$ cat src/rtl/conpoll_pkg.sv
package conpoll_pkg;

  typedef enum logic [1:0] {
    REG_RX_STAT = 2'd0,
    REG_RX_DATA = 2'd1,
    REG_TX_STAT = 2'd2,
    REG_TX_DATA = 2'd3
  } reg_sel_e;

  typedef struct packed {
    logic     hit;
    logic     rd;
    logic     wr;
    reg_sel_e sel;
  } bus_dec_t;

endpackage

$ cat src/rtl/conpoll_decode.sv
module conpoll_decode
  import conpoll_pkg::*;
#(
  parameter int unsigned           ADDR_W    = 32,
  parameter logic [ADDR_W-1:0]     BASE_ADDR = 32'hFFFF_0000,
  parameter int unsigned           WIN_BITS  = 4
) (
  input  logic              sel,
  input  logic              we,
  input  logic [ADDR_W-1:0] addr,
  output bus_dec_t          dec
);
  localparam int unsigned TAG_LSB = WIN_BITS;

  logic tag_match;

  always_comb begin
    tag_match = (addr[ADDR_W-1:TAG_LSB] == BASE_ADDR[ADDR_W-1:TAG_LSB]);
    dec.hit   = sel & tag_match;
    dec.rd    = sel & tag_match & ~we;
    dec.wr    = sel & tag_match & we;
    dec.sel   = reg_sel_e'(addr[TAG_LSB-1:2]);
  end

endmodule

$ cat src/rtl/conpoll_rx.sv
module conpoll_rx #(
  parameter int unsigned BYTE_W = 8
) (
  input  logic              clk,
  input  logic              rst_n,
  input  logic              in_valid,
  input  logic [BYTE_W-1:0] in_byte,
  input  logic              take,
  output logic              rdy,
  output logic [BYTE_W-1:0] held
);
  logic              rdy_d;
  logic [BYTE_W-1:0] held_d;
  logic              held_en;

  // Arriving byte wins over a same-cycle read.
  always_comb begin
    rdy_d   = rdy;
    held_d  = held;
    held_en = in_valid;
    if (in_valid) begin
      rdy_d  = 1'b1;
      held_d = in_byte;
    end else if (take) begin
      rdy_d = 1'b0;
    end
  end

  always_ff @(posedge clk or negedge rst_n) begin
    if (!rst_n) begin
      rdy  <= 1'b0;
      held <= '0;
    end else begin
      rdy <= rdy_d;
      if (held_en) held <= held_d;
    end
  end

endmodule

$ cat src/rtl/conpoll_tx.sv
module conpoll_tx #(
  parameter int unsigned BYTE_W         = 8,
  parameter int unsigned TX_BUSY_CYCLES = 4
) (
  input  logic              clk,
  input  logic              rst_n,
  input  logic              put,
  input  logic [BYTE_W-1:0] put_byte,
  output logic              rdy,
  output logic              out_valid,
  output logic [BYTE_W-1:0] out_byte
);
  localparam int unsigned BUSY_EFF = (TX_BUSY_CYCLES < 1) ? 1 : TX_BUSY_CYCLES;
  localparam int unsigned CNT_W    = $clog2(BUSY_EFF + 1);
  localparam logic [CNT_W-1:0] CNT_LOAD = CNT_W'(BUSY_EFF);

  logic [CNT_W-1:0]  cnt, cnt_d;
  logic              accept;
  logic              valid_d;
  logic              byte_en;

  assign rdy = (cnt == '0);

  always_comb begin
    accept  = put & rdy;
    valid_d = accept;
    byte_en = accept;
    cnt_d   = cnt;
    if (accept)          cnt_d = CNT_LOAD;
    else if (cnt != '0)  cnt_d = cnt - 1'b1;
  end

  always_ff @(posedge clk or negedge rst_n) begin
    if (!rst_n) begin
      cnt       <= '0;
      out_valid <= 1'b0;
      out_byte  <= '0;
    end else begin
      cnt       <= cnt_d;
      out_valid <= valid_d;
      if (byte_en) out_byte <= put_byte;
    end
  end

endmodule

$ cat src/rtl/conpoll_rdmux.sv
module conpoll_rdmux
  import conpoll_pkg::*;
#(
  parameter int unsigned DATA_W = 32,
  parameter int unsigned BYTE_W = 8
) (
  input  bus_dec_t          dec,
  input  logic              rx_rdy,
  input  logic [BYTE_W-1:0] rx_byte,
  input  logic              tx_rdy,
  output logic [DATA_W-1:0] rdata
);
  always_comb begin
    rdata = '0;
    if (dec.rd) begin
      unique case (dec.sel)
        REG_RX_STAT: rdata = DATA_W'(rx_rdy);
        REG_RX_DATA: rdata = DATA_W'(rx_byte);
        REG_TX_STAT: rdata = DATA_W'(tx_rdy);
        REG_TX_DATA: rdata = '0;
        default:     rdata = '0;
      endcase
    end
  end

endmodule

$ cat src/rtl/conpoll_top.sv
module conpoll_top
  import conpoll_pkg::*;
#(
  parameter int unsigned       ADDR_W         = 32,
  parameter int unsigned       DATA_W         = 32,
  parameter int unsigned       BYTE_W         = 8,
  parameter logic [ADDR_W-1:0] BASE_ADDR      = 32'hFFFF_0000,
  parameter int unsigned       TX_BUSY_CYCLES = 4
) (
  input  logic              clk,
  input  logic              rst_n,
  input  logic              bus_sel,
  input  logic              bus_we,
  input  logic [ADDR_W-1:0] bus_addr,
  input  logic [DATA_W-1:0] bus_wdata,
  output logic [DATA_W-1:0] bus_rdata,
  output logic              bus_hit,
  input  logic              kbd_valid,
  input  logic [BYTE_W-1:0] kbd_byte,
  output logic              disp_valid,
  output logic [BYTE_W-1:0] disp_byte
);
  localparam int unsigned RST_STAGES = 2;

  logic [RST_STAGES-1:0] rst_pipe;
  logic                  rst_sync_n;
  bus_dec_t              dec;
  logic                  rx_take, rx_rdy, tx_put, tx_rdy;
  logic [BYTE_W-1:0]     rx_byte;

  // Reset asserts at once, releases on a clock edge.
  always_ff @(posedge clk or negedge rst_n) begin
    if (!rst_n) rst_pipe <= '0;
    else        rst_pipe <= {rst_pipe[RST_STAGES-2:0], 1'b1};
  end
  assign rst_sync_n = rst_pipe[RST_STAGES-1];

  conpoll_decode #(
    .ADDR_W(ADDR_W), .BASE_ADDR(BASE_ADDR), .WIN_BITS(4)
  ) u_dec (
    .sel(bus_sel), .we(bus_we), .addr(bus_addr), .dec(dec)
  );

  assign bus_hit = dec.hit;
  assign rx_take = dec.rd & (dec.sel == REG_RX_DATA);
  assign tx_put  = dec.wr & (dec.sel == REG_TX_DATA);

  conpoll_rx #(.BYTE_W(BYTE_W)) u_rx (
    .clk(clk), .rst_n(rst_sync_n),
    .in_valid(kbd_valid), .in_byte(kbd_byte),
    .take(rx_take), .rdy(rx_rdy), .held(rx_byte)
  );

  conpoll_tx #(.BYTE_W(BYTE_W), .TX_BUSY_CYCLES(TX_BUSY_CYCLES)) u_tx (
    .clk(clk), .rst_n(rst_sync_n),
    .put(tx_put), .put_byte(bus_wdata[BYTE_W-1:0]),
    .rdy(tx_rdy), .out_valid(disp_valid), .out_byte(disp_byte)
  );

  conpoll_rdmux #(.DATA_W(DATA_W), .BYTE_W(BYTE_W)) u_mux (
    .dec(dec), .rx_rdy(rx_rdy), .rx_byte(rx_byte),
    .tx_rdy(tx_rdy), .rdata(bus_rdata)
  );

endmodule

$ cat config.mk
export PLATFORM = sky130hd
export DESIGN_NAME = conpoll_top
export DESIGN_NICKNAME = d
export VERILOG_FILES = /design/src/rtl/conpoll_pkg.sv /design/src/rtl/conpoll_decode.sv /design/src/rtl/conpoll_rx.sv /design/src/rtl/conpoll_tx.sv /design/src/rtl/conpoll_rdmux.sv /design/src/rtl/conpoll_top.sv
export SDC_FILE = /design/constraint.sdc
export NUM_CORES = 1
export LEC_CHECK = 0
export CORE_AREA = 2 2 81 60
export DETAILED_ROUTE_END_ITERATION = 10
export DIE_AREA = 0 0 83 62
export PLACE_DENSITY = 0.78
export SYNTH_ARGS = -nofsm -noshare
export SYNTH_HDL_FRONTEND = slang
export SYNTH_SLANG_ARGS = --single-unit
$ cat constraint.sdc
create_clock -name clk -period 1.75 [get_ports clk]
set_clock_uncertainty 0.05 [all_clocks]
set_input_delay 0.2625 -clock clk [delete_from_list [all_inputs] [get_ports clk]]
set_output_delay 0.2625 -clock clk [all_outputs]
set_load 0.02 [all_outputs]
==> results.txt <==
----------------------------------------------------
[Final layout]
  Most frequent cells in the layout ... sky130_fd_sc_hd__clkdlybuf4s50_1 (29), sky130_fd_sc_hd__conb_1 (25), sky130_fd_sc_hd__dfrtp_1 (23)
  Fin cells ... approximately 260
  Number of inserted diodes ... 0
  Layout fillers ... 420
  Most common cell after layout, fill and taps aside ... sky130_fd_sc_hd__clkdlybuf4s50_1
  Finished Cell Area ... around 2100 um^2
  Ratio of cells with drive above 1 in the final layout ... 44.2%
  Number of nets at the end of the flow ... ~280
  Layout area overhead ... 69.0%

[Logic synthesis]
  Combinational family with the most area after synthesis ... simple AND/OR/NAND/NOR gates
  Yosys synthesis warning count ... 0
  Adder and majority gate portion of the synthesized area ... under 10%
  Area share of xor/xnor cells in the synthesized design ... 0%
  Mux contribution to synthesized area ... between 10% and 20%
  Number of synthesized register bits ... 23
  Simple-gate share of the synthesized area ... about 18%
  Post-synthesis instance area ... approximately 1300 um^2
  Sequential share of the synthesized area ... between 40% and 50%
  Largest cells by area after synthesis ... sky130_fd_sc_hd__dfrtp_1 (45%), sky130_fd_sc_hd__buf_4 (14%), sky130_fd_sc_hd__mux2_2 (14%)
  Per-instance average area after synthesis ... 11.1 um^2
  Leading area contributor after synthesis ... sky130_fd_sc_hd__dfrtp_1
  Count of unique library cells instantiated by Yosys ... 28
  Share of the synthesized area in compound gates (AO/OA/AOI/OAI) ... approximately 2%
  Area share of the largest cell type after synthesis ... between 40% and 50%
  Synthesized netlist cell count ... 114

[GRT]
  Number of antenna violations at the first check in global routing ... 0
  Via count of the first global-routing pass ... slightly below 1,000
  Overflow left after global routing ... 0
  Total routing usage reported by global routing ... between 10% and 20%
  Global-route wire length before repair ... between 4 and 5 mm
  Largest net degree at the start of global routing ... 15

[Route]
  Via Count ... approximately 1,000
  DR WL/cell ... roughly 12 um
  Routed Wire Length ... between 2 and 3 mm
  Number of detailed-route iterations in the first pass ... 4
  Drt via density ... ~4
  Initial DRC count ... 9
  Number of nets with antenna violations after detailed routing ... 0
  DRC ... 0

[Placed design]
  Placer congestion estimate ... 0.727
  Placed cell area ... ~2000 um^2
  Total of buffers placed on input and output ports ... between 60 and 70
  Placed wire-length estimate ... approximately 2.3 mm
  Dpl cells ... between 200 and 300

[Run]
  Number of maximum-capacitance violations ... 0

[Min path]
  HP Class ... reg -> async

[Power and ir drop]
  Switching Fraction ... between 20 and 30%
  Sequential Power Share ... roughly half
  Worst vdd rail ir drop ... between 400 and 500 uV
  Int Power ... just over 0.0008 W
  Sw power ... roughly 0.00028 W
  Leak pwr ... around 1.1 nW
  Combinational cell fraction of total power ... a little under a fifth
  Fraction of power consumed by the clock network ... 30.0%
  Pwr dens ... around 510 nW/um^2

[CTS]
  Number of buffers created by CTS ... 3
  Clock insertion delay at the later pin of the skew report ... ~260 ps
  TritonCTS clock tree ... built
  CTS HTree Levels ... 1
  Number of sinks on the clock net ... 23
  Clock-pin slew reported for the worst setup and hold paths after clock tree synthesis ... 80 ps
  Number of buffers on the longest clock path ... 2
  Clock root cell ... sky130_fd_sc_hd__clkbuf_8

[Floorplanning]
  Initial core utilization ... 28.2%
  Core area ... roughly 4500 um^2
  Cell row count ... 21
  Y dimension of the die ... between 60 and 70 um
  Die area ... ~5000 um^2
  Num ports ... about 120
  Chip width ... between 80 and 90 um

[STA]
  Total negative setup slack ... 0 ps
  Minimum clock period after layout ... approximately 1700 ps
  Final Hold Fails ... 0
  Setup repair after global routing missed its margin ... true
  Period utilization ... 99.3%
  Peak clock frequency supported by timing ... about 580 MHz
  Setup violators final ... 0
  Number of pins with negative max-slew slack in the final report ... 0

[Setup path]
  Data arrival time at the worst-slack endpoint ... ~1400 ps
  Data required time at the worst endpoint ... 1440 ps
  Endpoint type of the worst setup path ... primary output
  CP Max Fanout ... 8
  Kind of critical path ... in -> out
  Type of element launching the critical path ... input port

[Run status]
  Result of the run ... finished, final reports clean

----------------------------------------------------
==> what timing repair did <==
action,4_1_cts,5_1_grt
hold buffers,0,0
hold endpoints to repair,0,0
endpoints found under the setup margin,17,8
setup buffers,0,2
pin swaps,15,12
resized for setup,134,23
==> critical path, stage by stage <==
cell                              delay (ps)
sky130_fd_sc_hd__clkdlybuf4s15_1         190
sky130_fd_sc_hd__nor4b_4                 200
sky130_fd_sc_hd__and4_4                  260
sky130_fd_sc_hd__and3_4                  240
sky130_fd_sc_hd__and2_4                  160
sky130_fd_sc_hd__buf_6                   110
==> registers in the layout, indices dropped and copies added, names as in the netlist <==
signal          count
u_rx.held           8
rst_pipe            2
u_tx.cnt            3
u_tx.out_valid      1
u_tx.out_byte       8
u_rx.rdy            1
==> layer usage <==
layer | track usage (%) | wire, um | up-vias
met5 | 0 | 0 | -
li1 | - | - | 507
met1 | 13.6 | 1180 | 482
met4 | 0 | 0 | 0
met3 | 3.57 | 158 | 0
met2 | 19.9 | 1610 | 30
==> power groups by stage <==
stage / Combinational (W) / Sequential (W) / Clock (W)
floorplan: 0.000121 / 0.000575 / 0
global placement: 0.000208 / 0.000575 / 0
detailed placement: 0.000213 / 0.000575 / 0
CTS: 0.000192 / 0.000566 / 0.000349
global route: 0.000221 / 0.000568 / 0.000365
finish: 0.000204 / 0.000565 / 0.000330
==> final timing paths <==
check,startpoint,to,slack [ps],depth (start not counted)
hold / removal,rst_pipe[1]$_DFF_PN0_,u_rx.held[1]$_DFFE_PN0P_,80,0
setup / recovery,bus_addr[16],bus_rdata[6],10,6
min in group clk,rst_pipe[0]$_DFF_PN0_,rst_pipe[1]$_DFF_PN0_,300,0
hold reg to reg,rst_pipe[1]$_DFF_PN0_,u_rx.held[1]$_DFFE_PN0P_,80,0
max in group asynchronous,rst_pipe[1]$_DFF_PN0_,u_tx.out_byte[2]$_DFFE_PN0P_,1060,1
setup reg to reg,u_tx.cnt[0]$_DFFE_PN0P_,u_tx.out_byte[2]$_DFFE_PN0P_,160,6
==> cell usage after synthesis <==
cell type,n
sky130_fd_sc_hd__and3_2,2
sky130_fd_sc_hd__nor2b_1,1
sky130_fd_sc_hd__buf_2,1
sky130_fd_sc_hd__dfrtp_1,23
sky130_fd_sc_hd__and3_1,1
sky130_fd_sc_hd__clkbuf_1,2
sky130_fd_sc_hd__or2_2,1
sky130_fd_sc_hd__inv_1,5
sky130_fd_sc_hd__nand4_1,3
sky130_fd_sc_hd__ha_1,2
sky130_fd_sc_hd__nor4b_1,2
sky130_fd_sc_hd__buf_4,24
sky130_fd_sc_hd__nand3_1,2
sky130_fd_sc_hd__nand2_1,4
sky130_fd_sc_hd__nand4_4,1
sky130_fd_sc_hd__nor4_1,1
sky130_fd_sc_hd__o21ai_0,1
sky130_fd_sc_hd__nor4_4,1
sky130_fd_sc_hd__nor2_1,3
sky130_fd_sc_hd__conb_1,2
sky130_fd_sc_hd__and2_1,7
sky130_fd_sc_hd__o21bai_1,1
sky130_fd_sc_hd__o22ai_1,1
sky130_fd_sc_hd__and4_1,1
sky130_fd_sc_hd__a31oi_1,1
sky130_fd_sc_hd__mux2_2,16
sky130_fd_sc_hd__mux2i_1,2
sky130_fd_sc_hd__nor3_1,3
==> kinds of logic after synthesis <==
logic type | after synthesis
buf+inv | 32
other cells | 2
flops | 23
mux | 18
compound gates | 4
fa+ha+maj | 2
simple gates | 33
==> metrics by stage <==
step                utilization [%]  setup slack (ps)  total power [W]  hold WS (ps)
floorplan                         -              68.1         0.000696         -83.1
global placement               45.2              -855         0.000783          77.5
detailed placement             45.2              -826         0.000788          92.4
CTS                            46.0             0.519          0.00111          93.7
global route                   47.7             -26.3          0.00115          91.8
finish                         47.7              12.1          0.00110          80.6
==> layout make-up <==
class	instances	area, um^2	share of cell area [%]
Clock buffer	3	41.3	1.93
Clock inverter	1	7.51	0.350
Inverter	5	18.8	0.876
Multi-Input combinational cell	82	671	31.3
Sequential cell	23	576	26.9
Tap cell	57	71.3	3.33
Timing Repair Buffer	85	757	35.3
No activity file was read; power rests on OpenSTA's default activity.
